## config.mk

```make
export PLATFORM = sky130hd
export DESIGN_NAME = mbx_top
export DESIGN_NICKNAME = d
export VERILOG_FILES = /design/src/rtl/mbx_pkg.sv /design/src/rtl/mbx_store.sv /design/src/rtl/mbx_ctrl.sv /design/src/rtl/mbx_top.sv
export SDC_FILE = /design/constraint.sdc
export NUM_CORES = 1
export LEC_CHECK = 0
export BUFFER_PORTS_ARGS = -buffer_cell sky130_fd_sc_hd__buf_2
export CAP_MARGIN = 20
export CORE_AREA = 2 2 158 160
export CTS_BUF_LIST = sky130_fd_sc_hd__clkbuf_8
export DETAILED_ROUTE_END_ITERATION = 10
export DIE_AREA = 0 0 160 162
export GPL_ROUTABILITY_DRIVEN = 0
export GPL_TIMING_DRIVEN = 0
export PLACE_DENSITY_LB_ADDON = 0.12
export SYNTH_ARGS = -nofsm -noshare
export SYNTH_HDL_FRONTEND = slang
export SYNTH_SLANG_ARGS = --single-unit
```

## constraint.sdc

```tcl
create_clock -name clk -period 9.5 [get_ports clk]
set_input_delay 2.85 -clock clk [delete_from_list [all_inputs] [get_ports clk]]
set_output_delay 2.85 -clock clk [all_outputs]
set_load 0.05 [all_outputs]
```

## src/rtl/mbx_pkg.sv

```systemverilog
package mbx_pkg;

    localparam int MBX_DATA_W = 32;
    localparam int MBX_ADDR_W = 10;

    // word indices (byte offset >> 2) of the register window
    localparam logic [MBX_ADDR_W-3:0] WIDX_POP_LO = 8'h20;
    localparam logic [MBX_ADDR_W-3:0] WIDX_POP_HI = 8'h23;
    localparam logic [MBX_ADDR_W-3:0] WIDX_PEEK   = 8'h24;
    localparam logic [MBX_ADDR_W-3:0] WIDX_STATUS = 8'h26;
    localparam logic [MBX_ADDR_W-3:0] WIDX_CONFIG = 8'h27;

    localparam int STAT_FULL_BIT  = 31;
    localparam int STAT_EMPTY_BIT = 30;
    localparam int CFG_EN_BIT     = 0;
    localparam int CFG_PEND_BIT   = 4;

    typedef enum logic [2:0] {
        TGT_NONE,
        TGT_POP,
        TGT_PEEK,
        TGT_STATUS,
        TGT_CONFIG
    } mbx_tgt_e;

    typedef struct packed {
        logic                  valid;
        logic                  write;
        mbx_tgt_e              tgt;
        logic [MBX_DATA_W-1:0] wdata;
    } mbx_req_t;

    function automatic mbx_tgt_e mbx_decode(input logic [MBX_ADDR_W-1:0] addr);
        logic [MBX_ADDR_W-3:0] widx;
        widx = addr[MBX_ADDR_W-1:2];
        if (addr[1:0] != 2'b00)
            return TGT_NONE;
        if (widx >= WIDX_POP_LO && widx <= WIDX_POP_HI)
            return TGT_POP;
        if (widx == WIDX_PEEK)
            return TGT_PEEK;
        if (widx == WIDX_STATUS)
            return TGT_STATUS;
        if (widx == WIDX_CONFIG)
            return TGT_CONFIG;
        return TGT_NONE;
    endfunction

endpackage

```

## src/rtl/mbx_store.sv

```systemverilog
module mbx_store
    import mbx_pkg::*;
#(
    parameter int                    DEPTH        = 8,
    parameter logic [MBX_DATA_W-1:0] INVALID_WORD = 32'hFFFF_FFFF,
    localparam int                   CW           = $clog2(DEPTH + 1)
) (
    input  logic                  clk,
    input  logic                  rst,
    input  logic                  push,
    input  logic [MBX_DATA_W-1:0] push_data,
    input  logic                  pop,
    output logic [MBX_DATA_W-1:0] head,
    output logic                  full,
    output logic                  empty,
    output logic                  empty_nxt
);

    logic [MBX_DATA_W-1:0] slot [DEPTH];
    logic [CW-1:0]         count;
    logic [CW-1:0]         count_nxt;
    logic [CW-1:0]         wr_idx;

    assign wr_idx    = count - CW'(pop);
    assign count_nxt = count + CW'(push) - CW'(pop);
    assign empty_nxt = (count_nxt == '0);

    generate
        for (genvar i = 0; i < DEPTH; i++) begin : g_slot
            logic [MBX_DATA_W-1:0] shifted;
            if (i + 1 < DEPTH) begin : g_mid
                assign shifted = pop ? slot[i+1] : slot[i];
            end else begin : g_last
                assign shifted = pop ? INVALID_WORD : slot[i];
            end
            always_ff @(posedge clk) begin
                if (rst)
                    slot[i] <= INVALID_WORD;
                else if (push && wr_idx == CW'(i))
                    slot[i] <= push_data;
                else
                    slot[i] <= shifted;
            end
        end
    endgenerate

    always_ff @(posedge clk) begin
        if (rst)
            count <= '0;
        else
            count <= count_nxt;
    end

    assign head  = slot[0];
    assign full  = (count == CW'(DEPTH));
    assign empty = (count == '0);

    AST_NO_OVERFLOW: assert property (@(posedge clk) disable iff (rst)
        count <= CW'(DEPTH));
    AST_NO_PUSH_FULL: assert property (@(posedge clk) disable iff (rst)
        push |-> !full);
    AST_NO_POP_EMPTY: assert property (@(posedge clk) disable iff (rst)
        pop |-> !empty);
    AST_FLAGS_EXCL: assert property (@(posedge clk) disable iff (rst)
        !(full && empty));
    AST_COUNT_STEP: assert property (@(posedge clk) disable iff (rst)
        1'b1 |=> int'(count) == int'($past(count)) + int'($past(push)) - int'($past(pop)));

endmodule

```

## src/rtl/mbx_ctrl.sv

```systemverilog
module mbx_ctrl
    import mbx_pkg::*;
#(
    parameter logic [MBX_DATA_W-1:0] INVALID_WORD = 32'hFFFF_FFFF
) (
    input  logic                  clk,
    input  logic                  rst,
    input  mbx_req_t              req,
    input  logic [MBX_DATA_W-1:0] head,
    input  logic                  full,
    input  logic                  empty,
    input  logic                  empty_nxt,
    output logic                  pop,
    output logic                  rsp_valid,
    output logic [MBX_DATA_W-1:0] rdata,
    output logic                  irq
);

    logic                  en_q;
    logic                  pend_q;
    logic                  rd;
    logic [MBX_DATA_W-1:0] rd_mux;

    assign rd  = req.valid && !req.write;
    assign pop = rd && (req.tgt == TGT_POP) && !empty;

    always_comb begin
        rd_mux = '0;
        unique case (req.tgt)
            TGT_POP:    rd_mux = empty ? INVALID_WORD : head;
            TGT_PEEK:   rd_mux = head;
            TGT_STATUS: begin
                rd_mux[STAT_FULL_BIT]  = full;
                rd_mux[STAT_EMPTY_BIT] = empty;
            end
            TGT_CONFIG: begin
                rd_mux[CFG_EN_BIT]   = en_q;
                rd_mux[CFG_PEND_BIT] = pend_q;
            end
            default:    rd_mux = '0;
        endcase
    end

    always_ff @(posedge clk) begin
        if (rst) begin
            en_q      <= 1'b0;
            pend_q    <= 1'b0;
            rsp_valid <= 1'b0;
            rdata     <= '0;
        end else begin
            if (req.valid && req.write && req.tgt == TGT_CONFIG)
                en_q <= req.wdata[CFG_EN_BIT];
            pend_q    <= !empty_nxt;
            rsp_valid <= rd;
            if (rd)
                rdata <= rd_mux;
        end
    end

    assign irq = pend_q && en_q;

    AST_CFG_EN_WRITE: assert property (@(posedge clk) disable iff (rst)
        (req.valid && req.write && req.tgt == TGT_CONFIG)
        |=> (en_q == $past(req.wdata[CFG_EN_BIT])));
    AST_PEND_TRACKS: assert property (@(posedge clk) disable iff (rst)
        pend_q == !empty);
    AST_EMPTY_POP_MARK: assert property (@(posedge clk) disable iff (rst)
        (rd && req.tgt == TGT_POP && empty) |=> (rdata == INVALID_WORD));
    AST_RSP_ONE_CYCLE: assert property (@(posedge clk) disable iff (rst)
        rd |=> rsp_valid);

endmodule

```

## src/rtl/mbx_top.sv

```systemverilog
module mbx_top
    import mbx_pkg::*;
#(
    parameter int                    DEPTH        = 8,
    parameter logic [MBX_DATA_W-1:0] INVALID_WORD = 32'hFFFF_FFFF
) (
    input  logic                  clk,
    input  logic                  rst,
    input  logic                  bus_valid,
    output logic                  bus_ready,
    input  logic                  bus_write,
    input  logic [MBX_ADDR_W-1:0] bus_addr,
    input  logic [MBX_DATA_W-1:0] bus_wdata,
    output logic                  bus_rsp_valid,
    output logic [MBX_DATA_W-1:0] bus_rdata,
    input  logic                  push_valid,
    output logic                  push_ready,
    input  logic [MBX_DATA_W-1:0] push_data,
    output logic                  irq
);

    mbx_req_t              req;
    logic [MBX_DATA_W-1:0] head;
    logic                  full;
    logic                  empty;
    logic                  empty_nxt;
    logic                  pop;
    logic                  push;

    assign bus_ready  = 1'b1;
    assign req.valid  = bus_valid;
    assign req.write  = bus_write;
    assign req.tgt    = mbx_decode(bus_addr);
    assign req.wdata  = bus_wdata;

    assign push_ready = !full;
    assign push       = push_valid && push_ready;

    mbx_store #(
        .DEPTH        (DEPTH),
        .INVALID_WORD (INVALID_WORD)
    ) u_store (
        .clk       (clk),
        .rst       (rst),
        .push      (push),
        .push_data (push_data),
        .pop       (pop),
        .head      (head),
        .full      (full),
        .empty     (empty),
        .empty_nxt (empty_nxt)
    );

    mbx_ctrl #(
        .INVALID_WORD (INVALID_WORD)
    ) u_ctrl (
        .clk       (clk),
        .rst       (rst),
        .req       (req),
        .head      (head),
        .full      (full),
        .empty     (empty),
        .empty_nxt (empty_nxt),
        .pop       (pop),
        .rsp_valid (bus_rsp_valid),
        .rdata     (bus_rdata),
        .irq       (irq)
    );

endmodule

```

# Word level (Yosys, flattened, before mapping)
# Memory sizes are Yosys's and may differ from the RTL's.
# Cells that the tools add are included.
# word_totals
ff_bits	39
latchBits	0
ram_bits	256
romBits	0
inputBits	79
out_inout_bits	36
mem_count	1
# mem_list
memory	words	word_bits	read_ports	rd_clocked_by_memory_dff	write_ports	line_no	text
u_store.slot	8	32	8	0	8	mbx_store.sv:19	logic [MBX_DATA_W-1:0] slot [DEPTH];
# classes
addsub	3
n_mul	0
div_mod_pow	0
n_lt_le_gt_ge	2
eq_ne	15
shift	0
n_mux	105
bitwise_logic	16
n_reduce_logical	24
# op_table
operator	n
$mux 32	25
$mux 1	65
$pmux 25 s2	1
$mux 3	10
$eq 8x6->1 const B	3
$eq 4x3->1 const B	4
$logic_and 1x1->1	16
$or 1x1->1	16
$logic_not 4->1	3
$eq 4x2->1 const B	2
$ge 8x6->1 const B	1
$le 8x6->1 const B	1
$sub 4x1->4	2
$eq 3x2->1 const B	2
$pmux 1 s3	2
$pmux 2 s3	1
$pmux 3 s2	1
$add 4x1->4	1
$eq 4x1->1 const B	1
$eq 4x4->1 const B	1
$logic_not 1->1	4
$eq 3x1->1 const B	1
$eq 3x3->1 const B	1
$reduce_bool 2->1	1

# Depth between registers and ports, before layout
# logic_depth
ltp_word	29
depth_mapped	14

# Hierarchy
# From an unflattened synthesis, not the netlist that was laid out.
# hier_totals
hier_cells	1167
hier_area_um2	13626.8
# modules_own_cells
module	n_inst	cells_each	area_per_inst_um2	seq_area_each_um2
mbx_store	1	979	12101.6	7767.4
mbx_ctrl	1	176	1430.1	700.7
mbx_top	1	12	95.1	0.0

# Worst setup path before layout
# Ideal clock, no wire load.
# synth_path
path_kind	input-to-reg
start	input bus_addr[8]
end	memory u_store.slot[2][0], in the netlist u_store.slot[0][64] (enable)
setup_ns	0.389
arrival_ns	5.756
required_time_ns	9.111
slack_ns	3.355
stages	10
path_buffers	1
path_cell_list	or4_4 > nor2_1 > and2_1 > ha_1 > ha_1 > xnor2_1 > nor3b_2 > nand4_2 > buf_4 > nand2_1
# synth_lines
item	line_no	text
start: declaration	mbx_top.sv:12	input logic [MBX_ADDR_W-1:0] bus_addr,
end: declaration	mbx_store.sv:19	

==> results.py <==
metrics = {
    "status": {
        "status": "completed",
    },
    "synth": {
        "synth_top_area_share_pct": 58.47,
        "synth_seq_area_share_pct": 64.41,
        "ys_ff_latch": 295,
        "netlist_instances": 1022,
        "synthFlopType": "edfxtp_1",
        "yosysUniqueCellTypes": 54,
        "netlist_area_um2": 13150,
        "synth_area_per_cell_um2": 12.86,
        "synth_edf_count": 256,
        "yosysTopAreaCell": "edfxtp_1",
        "syn_nets": 1110,
        "async_flop_share_pct": 0,
        "synth_warnings": 0,
        "ys_top_cells_by_area": "edfxtp_1 58%, mux2i_1 15%, nor2_1 7.5%",
    },
    "placed_design": {
        "place_area_um2": 13980,
        "hpwl_mm": 19.48,
        "port_buffers": 82,
    },
    "setup_path": {
        "path_buf_inv": 2,
        "path_class": "input pin to flop",
        "slowest_stage": "nand2_2",
        "cp_data_required_time_ns": 9.68,
        "worstPathMaxFanout": 32,
        "r2r_start": "u_store.count[2]$_SDFF_PP0_",
        "critPathLaunchType": "input pin",
        "cp.arrival_ns": 6.25,
        "path_cells": "buf_2, or4_4, nor2_1, and2_1, ha_1, ha_1, xnor2_1, nor3b_2, nand4_2, buf_4, nand2_2",
        "crit_family": "simple AND/OR/NAND/NOR gates",
        "cp-end-kind": "flop",
        "critPathMaxStageDelay_ns": 0.68,
        "crit_top_cell": "ha_1",
        "critPathLaunch": "bus_addr[8]",
    },
    "routing": {
        "highest_layer": "met4",
        "drc": 0,
        "vias": 8322,
        "drt_iter0_drc": 580,
        "wl_per_cell_um": 19.29,
        "ant_nets": 0,
        "routed_wl_mm": 29.34,
        "firstDrtPassIters": 5,
        "routed_via_density": 5.471,
        "wl_met1_mm": 12.69,
        "wl_met2_mm": 14.52,
        "route.met3.wl_mm": 1.583,
    },
    "timing": {
        "finalMaxSlewViolations": 0,
        "fmax_mhz": 164.8,
        "finalSetupViolCount": 0,
        "grt_setup_unrepaired": "no",
        "fin_skew_ns": 0.02178,
        "tightest_slew_ns": 0.9915,
        "min_period_ns": 6.070,
        "slew_headroom_pct": 32.97,
        "hold_violations": 0,
        "period_share_pct": 63.89,
        "tns_ns": 0,
    },
    "global_routing": {
        "grt-ovfl-total": 0,
        "grt_pass1_wl_mm": 45.02,
        "grt_pass1_vias": 8143,
        "antenna_found_initial": 0,
        "grtUsageTotal_pct": 22.64,
        "grt_max_degree": 33,
    },
    "die": {
        "core_area_um2": 24110,
        "boundaryPins": 115,
        "rows": 57,
        "floorplan.die_area_um2": 25920,
        "die_w_um": 160,
        "die_h_um": 162,
        "start_util_pct": 54.54,
    },
    "clocking": {
        "cts_hold_buf": 0,
        "clkLatencyLatePin_ns": 0.58,
        "cts_resized": 0,
        "numClockSinks": 295,
        "cts_made_buffers": 49,
        "cts_tree": "done",
        "cts_max_path_buffers": 3,
        "cts_setup_buffers": 0,
        "clk_pin_slew_worst_paths_ns": 0.06,
        "root_buffer": "clkbuf_8",
        "htreeDepth": 2,
    },
    "cells_and_area": {
        "drive_gt1_share_pct": 19.38,
        "area_growth_pct": 13.79,
        "fillers": 1965,
        "design_area_um2": 14960,
        "n_antenna_cell": 0,
        "nets": 1244,
    },
    "pwr": {
        "power_frac_seq_pct": 50.0,
        "p_clk_share_pct": 36.5,
        "power.share.combinational_pct": 13.5,
        "powerDensity_nw_per_um2": 198.9,
        "total_leakage_power_nw": 5.460,
        "p_sw_w": 0.0007881,
        "sw_frac_of_total_pct": 26.49,
        "internal_power_w": 0.002187,
        "max-vdd-ir-drop_uv": 134.5,
    },
    "min_path": {
        "hold_class": "flop to flop",
        "hp-start": "u_ctrl.rdata[28]$_SDFFE_PP0P_",
    },
    "flow_run": {
        "maxCapViolCount": 0,
    },
}
metrics by stage:
step,std cells,worst slack (ns),utilization (%),power [W],hold slack (ns)
final,1521,3.430,62.06,0.002975,0.4434
after global routing,1521,3.264,62.06,0.003088,0.4696
after CTS,1520,3.463,62.03,0.003002,0.4472
after detailed placement,1428,2.869,58.01,0.001916,0.4374
after global placement,1428,2.381,57.93,0.001907,0.4284
after floorplan,1022,3.355,-,0.001789,0.4622
cell usage after synthesis (3+ instances only):
cell / count
inv_1: 8
nand2b_1: 3
edfxtp_1: 256
ha_1: 8
nand2_1: 40
buf_1: 4
buf_6: 12
o22a_1: 32
o21ai_1: 4
nor3_1: 3
buf_4: 13
mux2i_1: 194
dfxtp_1: 39
o21ai_0: 26
or2_2: 35
clkbuf_1: 34
nor2_1: 264
placed cells by master, fill, tap and decap left out, types with 2 or more instances in the layout:
master      instances
nor3b_2             2
o22a_1             32
clkbuf_8           58
and3_1              2
mux2i_1           194
or2_2              35
nand4_2             2
buf_1               4
and2_1              2
dfxtp_1            39
xnor2_1             2
inv_1              33
buf_6              12
nand2_1            34
clkbuf_1           34
buf_4              14
buf_2              84
nor4b_1             2
o21ai_0            26
clkinvlp_4          2
nand4_1             2
ha_1                8
nand3_2             2
a21oi_1             2
nand2b_2            2
nand2_2             7
o21ai_1             4
edfxtp_1          256
clkinv_1            3
clkinv_2            2
nor2_1            264
nor3_1              3
path summary, 6_finish.rpt:
check / endpoint / slack (ns) / cells after the start
hold / removal: u_ctrl.rdata[28]$_SDFFE_PP0P_ / 0.44 / 2
setup reg to reg: u_store.slot[0][76]$_DFFE_PP_ / 5.30 / 12
hold reg to reg: u_ctrl.rdata[28]$_SDFFE_PP0P_ / 0.44 / 2
setup / recovery: u_store.slot[0][76]$_DFFE_PP_ / 3.43 / 11
worst reg2reg max path, cell delays in order, from the launching register on:
cell and delay (ns):
dfxtp_1 0.31, inv_1 0.12, ha_1 0.19, nor3b_1 0.40, nor3_1 0.12, and2_1 0.19, ha_1 0.26, ha_1 0.22
xnor2_1 0.21, nor3b_2 0.46, nand4_2 0.33, buf_4 0.30, nand2_2 0.69
final cells by class:
class                      instances  area (µm²)  share of cell area (%)
tap                              324       405.4                   2.710
multi-input combinational        653        4279                   28.60
sequential                       295        8468                   56.60
inverter                           8       30.03                  0.2007
clock buffer                      58       798.3                   5.336
buffer                            66       390.4                   2.609
timing repair buffer              83       417.9                   2.793
clock inverter                    34       171.4                   1.146
state kept, by name (all words and copies together), names as in the netlist:
signal / cells
u_ctrl.rdata: 32
u_ctrl.en_q: 1
u_store.slot: 256
u_store.count: 4
u_ctrl.rsp_valid: 1
u_ctrl.pend_q: 1
logic make-up after synthesis:
kind of cell | share of synthesized area [%]
AOI/OAI and AO/OA | 4.197
xor gates and xnor gates | 0.1999
adders and majority gates | 0.9136
buffers and inverters | 3.197
DFF | 64.41
muxes | 14.77
other | 0.02852
and+or+nand+nor | 12.29
layer usage:
layer / track usage (%) / vias to the layer above
met4: 5.815 / 0
met2: 39.32 / 209
met5: 0 / -
li1: - / 3944
met3: 3.958 / 47
met1: 29.79 / 4122
power groups by stage:
stage / clock (W) / combinational (W) / sequential [W]
2_1_floorplan: 0 / 0.000277 / 0.00151
3_3_place_gp: 0 / 0.000391 / 0.00152
3_5_place_dp: 0 / 0.000402 / 0.00151
4_1_cts: 0.00111 / 0.000403 / 0.00149
5_1_grt: 0.00116 / 0.000433 / 0.00149
6_report: 0.00109 / 0.000401 / 0.00149
(Power assumes the default switching activity.)
